**config.mk**
```make
export PLATFORM = sky130hd
export DESIGN_NAME = hs_strobe_ctrl
export DESIGN_NICKNAME = d
export VERILOG_FILES = /design/src/rtl/hs_pkg.sv /design/src/rtl/hs_channel.sv /design/src/rtl/hs_strobe_ctrl.sv
export SDC_FILE = /design/constraint.sdc
export NUM_CORES = 1
export LEC_CHECK = 0
export BUFFER_PORTS_ARGS = -buffer_cell sky130_fd_sc_hd__clkbuf_2
export CORE_MARGIN = 2
export CORE_UTILIZATION = 30
export DETAILED_ROUTE_END_ITERATION = 10
export PLACE_DENSITY = 0.48
export SLEW_MARGIN = 10
export SYNTH_ARGS = -nofsm -noshare
export SYNTH_HDL_FRONTEND = slang
export SYNTH_SLANG_ARGS = --single-unit
export TNS_END_PERCENT = 100
```
**constraint.sdc**
```tcl
create_clock -name clk -period 2 [get_ports clk]
set_input_delay 0.2 -clock clk [delete_from_list [all_inputs] [get_ports clk]]
set_output_delay 0.2 -clock clk [all_outputs]
set_load 0.02 [all_outputs]
```
**src/rtl/hs_pkg.sv**
```systemverilog
package hs_pkg;
  typedef enum logic [1:0] {
    HS_HANDSHAKE = 2'b00,
    HS_PULSE     = 2'b01,
    HS_LOW       = 2'b10,
    HS_HIGH      = 2'b11
  } hs_mode_t;

  localparam int NUM_LINES = 2;
endpackage

```
**src/rtl/hs_channel.sv**
```systemverilog
module hs_channel
  import hs_pkg::*;
#(
  parameter int PULSE_CYC = 125
) (
  input  logic       clk,
  input  logic       rst,
  input  logic [1:0] mode,
  input  logic       access,
  input  logic       edge_ev,
  output logic       line
);
  localparam int CNT_W = $clog2(PULSE_CYC + 1);
  localparam logic [CNT_W-1:0] CNT_LOAD = CNT_W'(PULSE_CYC);

  hs_mode_t         mode_e;
  logic             hs_q, hs_d;
  logic [CNT_W-1:0] cnt_q, cnt_d;
  logic             line_q, line_d;

  assign mode_e = hs_mode_t'(mode);

  always_comb begin
    hs_d   = 1'b1;
    cnt_d  = '0;
    line_d = 1'b1;
    unique case (mode_e)
      HS_HANDSHAKE: begin
        if (edge_ev)     hs_d = 1'b1;
        else if (access) hs_d = 1'b0;
        else             hs_d = hs_q;
        line_d = hs_d;
      end
      HS_PULSE: begin
        if (access)             cnt_d = CNT_LOAD;
        else if (cnt_q != '0)   cnt_d = cnt_q - 1'b1;
        else                    cnt_d = '0;
        line_d = (cnt_d == '0);
      end
      HS_LOW:  line_d = 1'b0;
      HS_HIGH: line_d = 1'b1;
      default: line_d = 1'b1;
    endcase
  end

  always_ff @(posedge clk) begin
    if (rst) begin
      hs_q   <= 1'b1;
      cnt_q  <= '0;
      line_q <= 1'b1;
    end else begin
      hs_q   <= hs_d;
      cnt_q  <= cnt_d;
      line_q <= line_d;
    end
  end

  assign line = line_q;

  AST_RESET_HIGH: assert property (@(posedge clk) rst |=> line);
  AST_HS_CLEAR: assert property (@(posedge clk) disable iff (rst)
    (mode == 2'b00 && access && !edge_ev) |=> !line);
  AST_HS_SET: assert property (@(posedge clk) disable iff (rst)
    (mode == 2'b00 && edge_ev) |=> line);
  AST_PULSE_START: assert property (@(posedge clk) disable iff (rst)
    (mode == 2'b01 && access) |=> !line);
  AST_PULSE_END: assert property (@(posedge clk) disable iff (rst)
    (mode == 2'b01 && !access && cnt_q == CNT_W'(1)) |=> line);
  AST_MANUAL_LEVEL: assert property (@(posedge clk) disable iff (rst)
    mode[1] |=> (line == $past(mode[0])));
  AST_HS_IDLE: assert property (@(posedge clk) disable iff (rst)
    (mode != 2'b00) |=> hs_q);
endmodule

```
**src/rtl/hs_strobe_ctrl.sv**
```systemverilog
module hs_strobe_ctrl
  import hs_pkg::*;
#(
  parameter int PULSE_CYC = 125
) (
  input  logic       clk,
  input  logic       rst,
  input  logic [1:0] ca_mode,
  input  logic [1:0] cb_mode,
  input  logic       rd_a,
  input  logic       wr_b,
  input  logic       edge_i3,
  input  logic       edge_i4,
  output logic       ca,
  output logic       cb
);
  logic [1:0]           modes [NUM_LINES];
  logic [NUM_LINES-1:0] acc;
  logic [NUM_LINES-1:0] edg;
  logic [NUM_LINES-1:0] lines;

  // line 0 pairs port-A reads with I3 edges, line 1 pairs port-B writes with I4 edges
  assign modes[0] = ca_mode;
  assign modes[1] = cb_mode;
  assign acc      = {wr_b, rd_a};
  assign edg      = {edge_i4, edge_i3};

  for (genvar g = 0; g < NUM_LINES; g++) begin : g_line
    hs_channel #(.PULSE_CYC(PULSE_CYC)) u_chan (
      .clk     (clk),
      .rst     (rst),
      .mode    (modes[g]),
      .access  (acc[g]),
      .edge_ev (edg[g]),
      .line    (lines[g])
    );
  end

  assign ca = lines[0];
  assign cb = lines[1];
endmodule

```
# Word-level counts from Yosys, hierarchy flattened

Cells that the tools add are included.

$add $sub $neg: 2
Eq/ne operators: 6
Multiplexer cells: 12
Bitwise logic cells: 4
Reductions and logical operators: 10

Operators with widths:

| operator                                             | count |
|---|---|
| 2-to-1 mux 7 bit                                     | 6 |
| zero test 7 bit                                      | 2 |
| nonzero test 7 bit                                   | 2 |
| subtractor 7 x 1 -> 7 bit (second input constant)    | 2 |
| equality test 2 bit (second input constant)          | 4 |
| one-hot mux 1 bit (4 select lines)                   | 2 |
| OR reduction 2 bit                                   | 4 |
| equality test 2 x 1 -> 1 bit (second input constant) | 2 |
| zero test 2 bit                                      | 2 |
| 2-to-1 mux 1 bit                                     | 4 |
| inverter 1 bit                                       | 4 |

Bits in registers: 18
Bits of input ports: 10
Output and inout port bits: 2
Word-level logic and storage cells: 40

# Logic depth before layout (Yosys ltp)

Depth in word-level cells: 6
Gate-level depth with buffers: 6
Depth with buffers taken out: 6

# Hierarchy

Synthesis repeated with hierarchy kept, for this count alone.

Cell total of the unflattened synthesis: 102
Area, all modules: 935.9 um2

By module, submodules not included:

| module     | times used | cells each | area an instance (um2) |
|---|---|---|---|
| hs_channel | 2          | 51         | 467.9 |

# Least setup slack after synthesis

No wires, ideal clock.

Kind: reg-to-reg
From: reg g_line[0].u_chan.cnt_q[4]
To: reg g_line[0].u_chan.line_q
Setup time: 0.117 ns
Arrival time: 1.400 ns
Path slack: 0.483 ns
Cell stages (with the launch flop): 5
Path buffers: 0
Cells stage by stage: dfxtp_1 or4_4 or3_1 a31oi_1 o21ai_1

Longest elaborated chain between the ends: 6
Elaborated cells on any way between the ends: 7

RTL lines:

| item                                                            | line             | source |
|---|---|---|
| start, declared                                                 | hs_channel.sv:18 | `logic [CNT_W-1:0] cnt_q, cnt_d;` |
| start signal, assigned                                          | hs_channel.sv:53 | `cnt_q <= cnt_d;` |
| subtractor 7 x 1 -> 7 bit or nonzero test 7 bit (tied branches) | hs_channel.sv:36 | `else if (cnt_q != '0) cnt_d = cnt_q - 1'b1;` |
| 2-to-1 mux 7 bit *                                              | hs_channel.sv:36 |  |
| 2-to-1 mux 7 bit *                                              | hs_channel.sv:35 | `if (access) cnt_d = CNT_LOAD;` |
| 2-to-1 mux 7 bit *                                              | hs_channel.sv:27 | `unique case (mode_e)` |
| zero test 7 bit *                                               | hs_channel.sv:38 | `line_d = (cnt_d == '0);` |
| one-hot mux 1 bit (4 select lines) *                            | hs_channel.sv:27 |  |
| end signal, assigned                                            | hs_channel.sv:54 | `line_q <= line_d;` |
| end, declared                                                   | hs_channel.sv:19 | `logic line_q, line_d;` |

Every way passes the cells marked *; elsewhere a longest branch is shown, timed or not. The select of a mux whose other input is x is not followed.
A chain may end at the register's enable or synchronous reset.

# Final worst setup path

Same ends and word-level chain as after synthesis.

==> results.txt <==
----------------------------------------------------
[Status]
  Status ... complete, no violations

[Clocking]
  Post-CTS setup buffer count ... 0
  Sinks on Clock Net ... 18
  Clock-pin transition on the worst setup and hold timing paths ... 0.11 ns
  Clock insertion delay at the later pin of the skew report ... 0.30 ns
  Cell chosen for the clock root ... sky130_fd_sc_hd__clkbuf_4
  CTS tree ... done
  Total clock buffers created by CTS ... 3
  Maximum buffer depth of the clock tree ... 2
  Number of gates resized after CTS ... 0
  Hold_buf cts ... 0
  Maximum level of the CTS H-tree ... 1

[Drt]
  Count of vias placed by the detailed router ... 842
  Detailed-route wire length ... 1970 um
  DRC violation count after routing ... 0
  DRT antenna net count ... 0
  Per-cell routed wire length ... 11.8 um
  First-pass iteration count of the detailed router ... 4
  Ratio of routed vias to standard cells ... 5.01
  1st-iter DRT viols ... 41

[STA]
  Setup TNS ... 0 ns
  Peak Freq ... 0.628 GHz
  Worst clock skew ... 0.00712 ns
  Pins over their slew limit ... 0
  Least-Margin Pin Slew ... 0.399 ns
  Period utilisation layout ... 0.796
  Max-slew headroom ... 0.732
  Hold WS ... 0.107 ns
  Setup repair after global routing missed its margin ... false
  Setup violations, final ... 0
  Hold Fails Final Rpt ... 0
  Final min period ... 1.59 ns
  Min setup slack post-route ... 0.408 ns

[Hold path]
  Launch instance of the worst min-delay path ... edge_i4
  Worst min path class ... in2reg

[Place]
  Placed instance area ... 0.00104 mm^2
  Placer's final routability congestion estimate ... 0.912
  Setup WS pre-CTS ... 0.425 ns
  Count of input and output buffers ... 11
  Post-DP HPWL ... 1500 um
  Placed Cells incl. Taps ... 164

[Final layout]
  Fill cell total of the finished layout ... 325
  Most common cell after layout, fill and taps aside ... sky130_fd_sc_hd__dfxtp_1
  Multi-input gate area ... 538 um^2
  Commonest non-fill, non-tap cells in the layout ... 18 x sky130_fd_sc_hd__dfxtp_1, 16 x sky130_fd_sc_hd__nor2_1, 12 x sky130_fd_sc_hd__a21oi_1
  # nets final ... 139
  Area Overhead vs Synth ... 13.9%
  Antenna diode count ... 0
  Final standard cell area without fillers ... 0.00108 mm^2
  Sequential cell area ... 360 um^2
  Number of non-filler instances in the completed layout ... 168
  Fraction of final layout cells with drive strength greater than 1 ... 0.177

[Die]
  Cell Rows ... 20
  Die Wd ... 60.2 um
  Io pins ... 12
  Die Outline Area ... 0.00362 mm^2
  Die extent in y ... 60.2 um
  Initial standard-cell utilization of the core ... 0.313
  Core outline area ... 0.00303 mm^2

[Critical path]
  Critical path buffers and inverters ... 0
  CP max stage delay ... 0.57 ns
  Sort of element at the start of the critical path ... register
  Worst Path Class, Setup ... reg2reg
  Family with the most delay on the worst path ... simple AND/OR/NAND/NOR gates
  Launch point of the critical path ... g_line[0].u_chan.cnt_q[4]
  Largest driver fanout on the critical path ... 6
  Reg-to-Reg Start ... g_line[0].u_chan.cnt_q[4]
  Nature of the critical path endpoint ... register
  Worst path required time ... 2.20 ns
  Critical-path cell with the highest stage delay ... sky130_fd_sc_hd__or4_4
  Worst path cell trace ... or4_4 > or3_1 > a31oi_1 > o21ai_1
  Arrival time at the worst endpoint ... 1.80 ns

[Logic synthesis]
  Number of flops mapped to enable cells by yosys ... 0
  Sequential element share of the synthesized area ... 0.380
  Total nets after synthesis ... 125
  Avg Synthesized Cell Area ... 8.53 um^2
  Gate Count Post-Synth ... 111
  Yosys Warn Count ... 0
  Number of distinct standard cells referenced by the synthesized netlist ... 37
  Mapped cell area ... 947 um^2
  Dominant register cell in the synthesized netlist ... sky130_fd_sc_hd__dfxtp_1
  Flip-flop and latch count after synthesis ... 18
  Fraction of registers with async set or reset after synthesis ... 0

[Global routing]
  Global Route met3 Usage ... 0.0390
  Number of antenna violations at the first check in global routing ... 0
  Global routing met2 resource utilization ... 0.224
  Vias in the first global route ... 831
  Global-route wire length before repair ... 3450 um
  Global Route met1 Usage ... 0.148
  Busiest metal layer after global routing ... met2
  Congestion Overflow GR ... 0
  Total GRT Usage ... 0.126
  Largest net degree at the start of global routing ... 11

[Power]
  Cell leakage power ... 0.439 nW
  Power density cells ... 711 mW/mm^2
  IR Drop Worst-Case VDD ... 0.000373 V

[Flow run]
  Max-cap violations ... 0

----------------------------------------------------
==> layout make-up <==
cell class                 instances  share of cell area
clock buffer                       4              0.0336
multi-input combinational         82               0.499
sequential                        18               0.334
inverter                           9              0.0313
timing repair buffer              11              0.0510
tap                               44              0.0510
==> where the power goes <==
part / leakage (nW) / internal [mW] / switching [mW] / total (mW)
Clock: 0.0210 / 0.111 / 0.118 / 0.229
Sequential: 0.147 / 0.373 / 0.0148 / 0.388
Combinational: 0.271 / 0.0682 / 0.0822 / 0.150
Total: 0.439 / 0.552 / 0.215 / 0.767
==> registers in the layout (all words and copies together) (netlist names) <==
register,count
g_line.u_chan.hs_q,2
g_line.u_chan.line,2
g_line.u_chan.cnt_q,14
==> final timing paths <==
check | endpoint | slack (ns) | cells past startpoint
worst min-delay path | g_line[1].u_chan.hs_q | 0.11 | 3
worst min register to register | g_line[1].u_chan.hs_q | 0.49 | 2
worst max-delay path | g_line[0].u_chan.line | 0.41 | 4
worst max register to register | g_line[0].u_chan.line | 0.41 | 4
==> worst min-delay path: cells and delay by family <==
family	cells	cell delay [ns]
buffers and inverters	2	0.12
and+or+nand+nor	1	0.06
==> cells by family after synthesis <==
family / count (synthesis) / share of synthesized area
fa+ha+maj: 4 / 0.0528
compound gates: 30 / 0.214
xor+xnor: 4 / 0.0370
flops: 18 / 0.380
mux: 1 / 0.0106
buf+inv: 11 / 0.0515
simple gates: 43 / 0.254
==> metal layers <==
metal,up-vias,part of all wire
li1,434,-
met2,30,0.48
met1,374,0.45
met3,4,0.055
met4,0,0.0061
met5,-,0
==> Yosys cell counts (all sizes together), types with 2 or more instances <==
| library cell | n | area [um^2] |
|---|---|---|
| a21oi | 12 | 60.1 |
| a31oi | 3 | 18.8 |
| dfxtp | 18 | 360 |
| ha | 4 | 50.1 |
| inv | 9 | 33.8 |
| nand2 | 4 | 15.0 |
| nand2b | 2 | 12.5 |
| nand3 | 2 | 10.0 |
| nand3b | 2 | 15.0 |
| nor2 | 16 | 60.1 |
| nor3 | 4 | 25.0 |
| nor3b | 2 | 15.0 |
| nor4 | 3 | 18.8 |
| o21ai | 3 | 15.0 |
| o31a | 3 | 26.3 |
| or4 | 3 | 30.0 |
| xor2 | 4 | 35.0 |
==> metrics by stage <==
step / util / power [mW]
CTS: 0.356 / 0.782
detailed placement: 0.344 / 0.545
global route: 0.356 / 0.817
global placement: 0.344 / 0.547
finish: 0.356 / 0.767
floorplan: - / 0.508
Power figures use the tool's default switching activity.
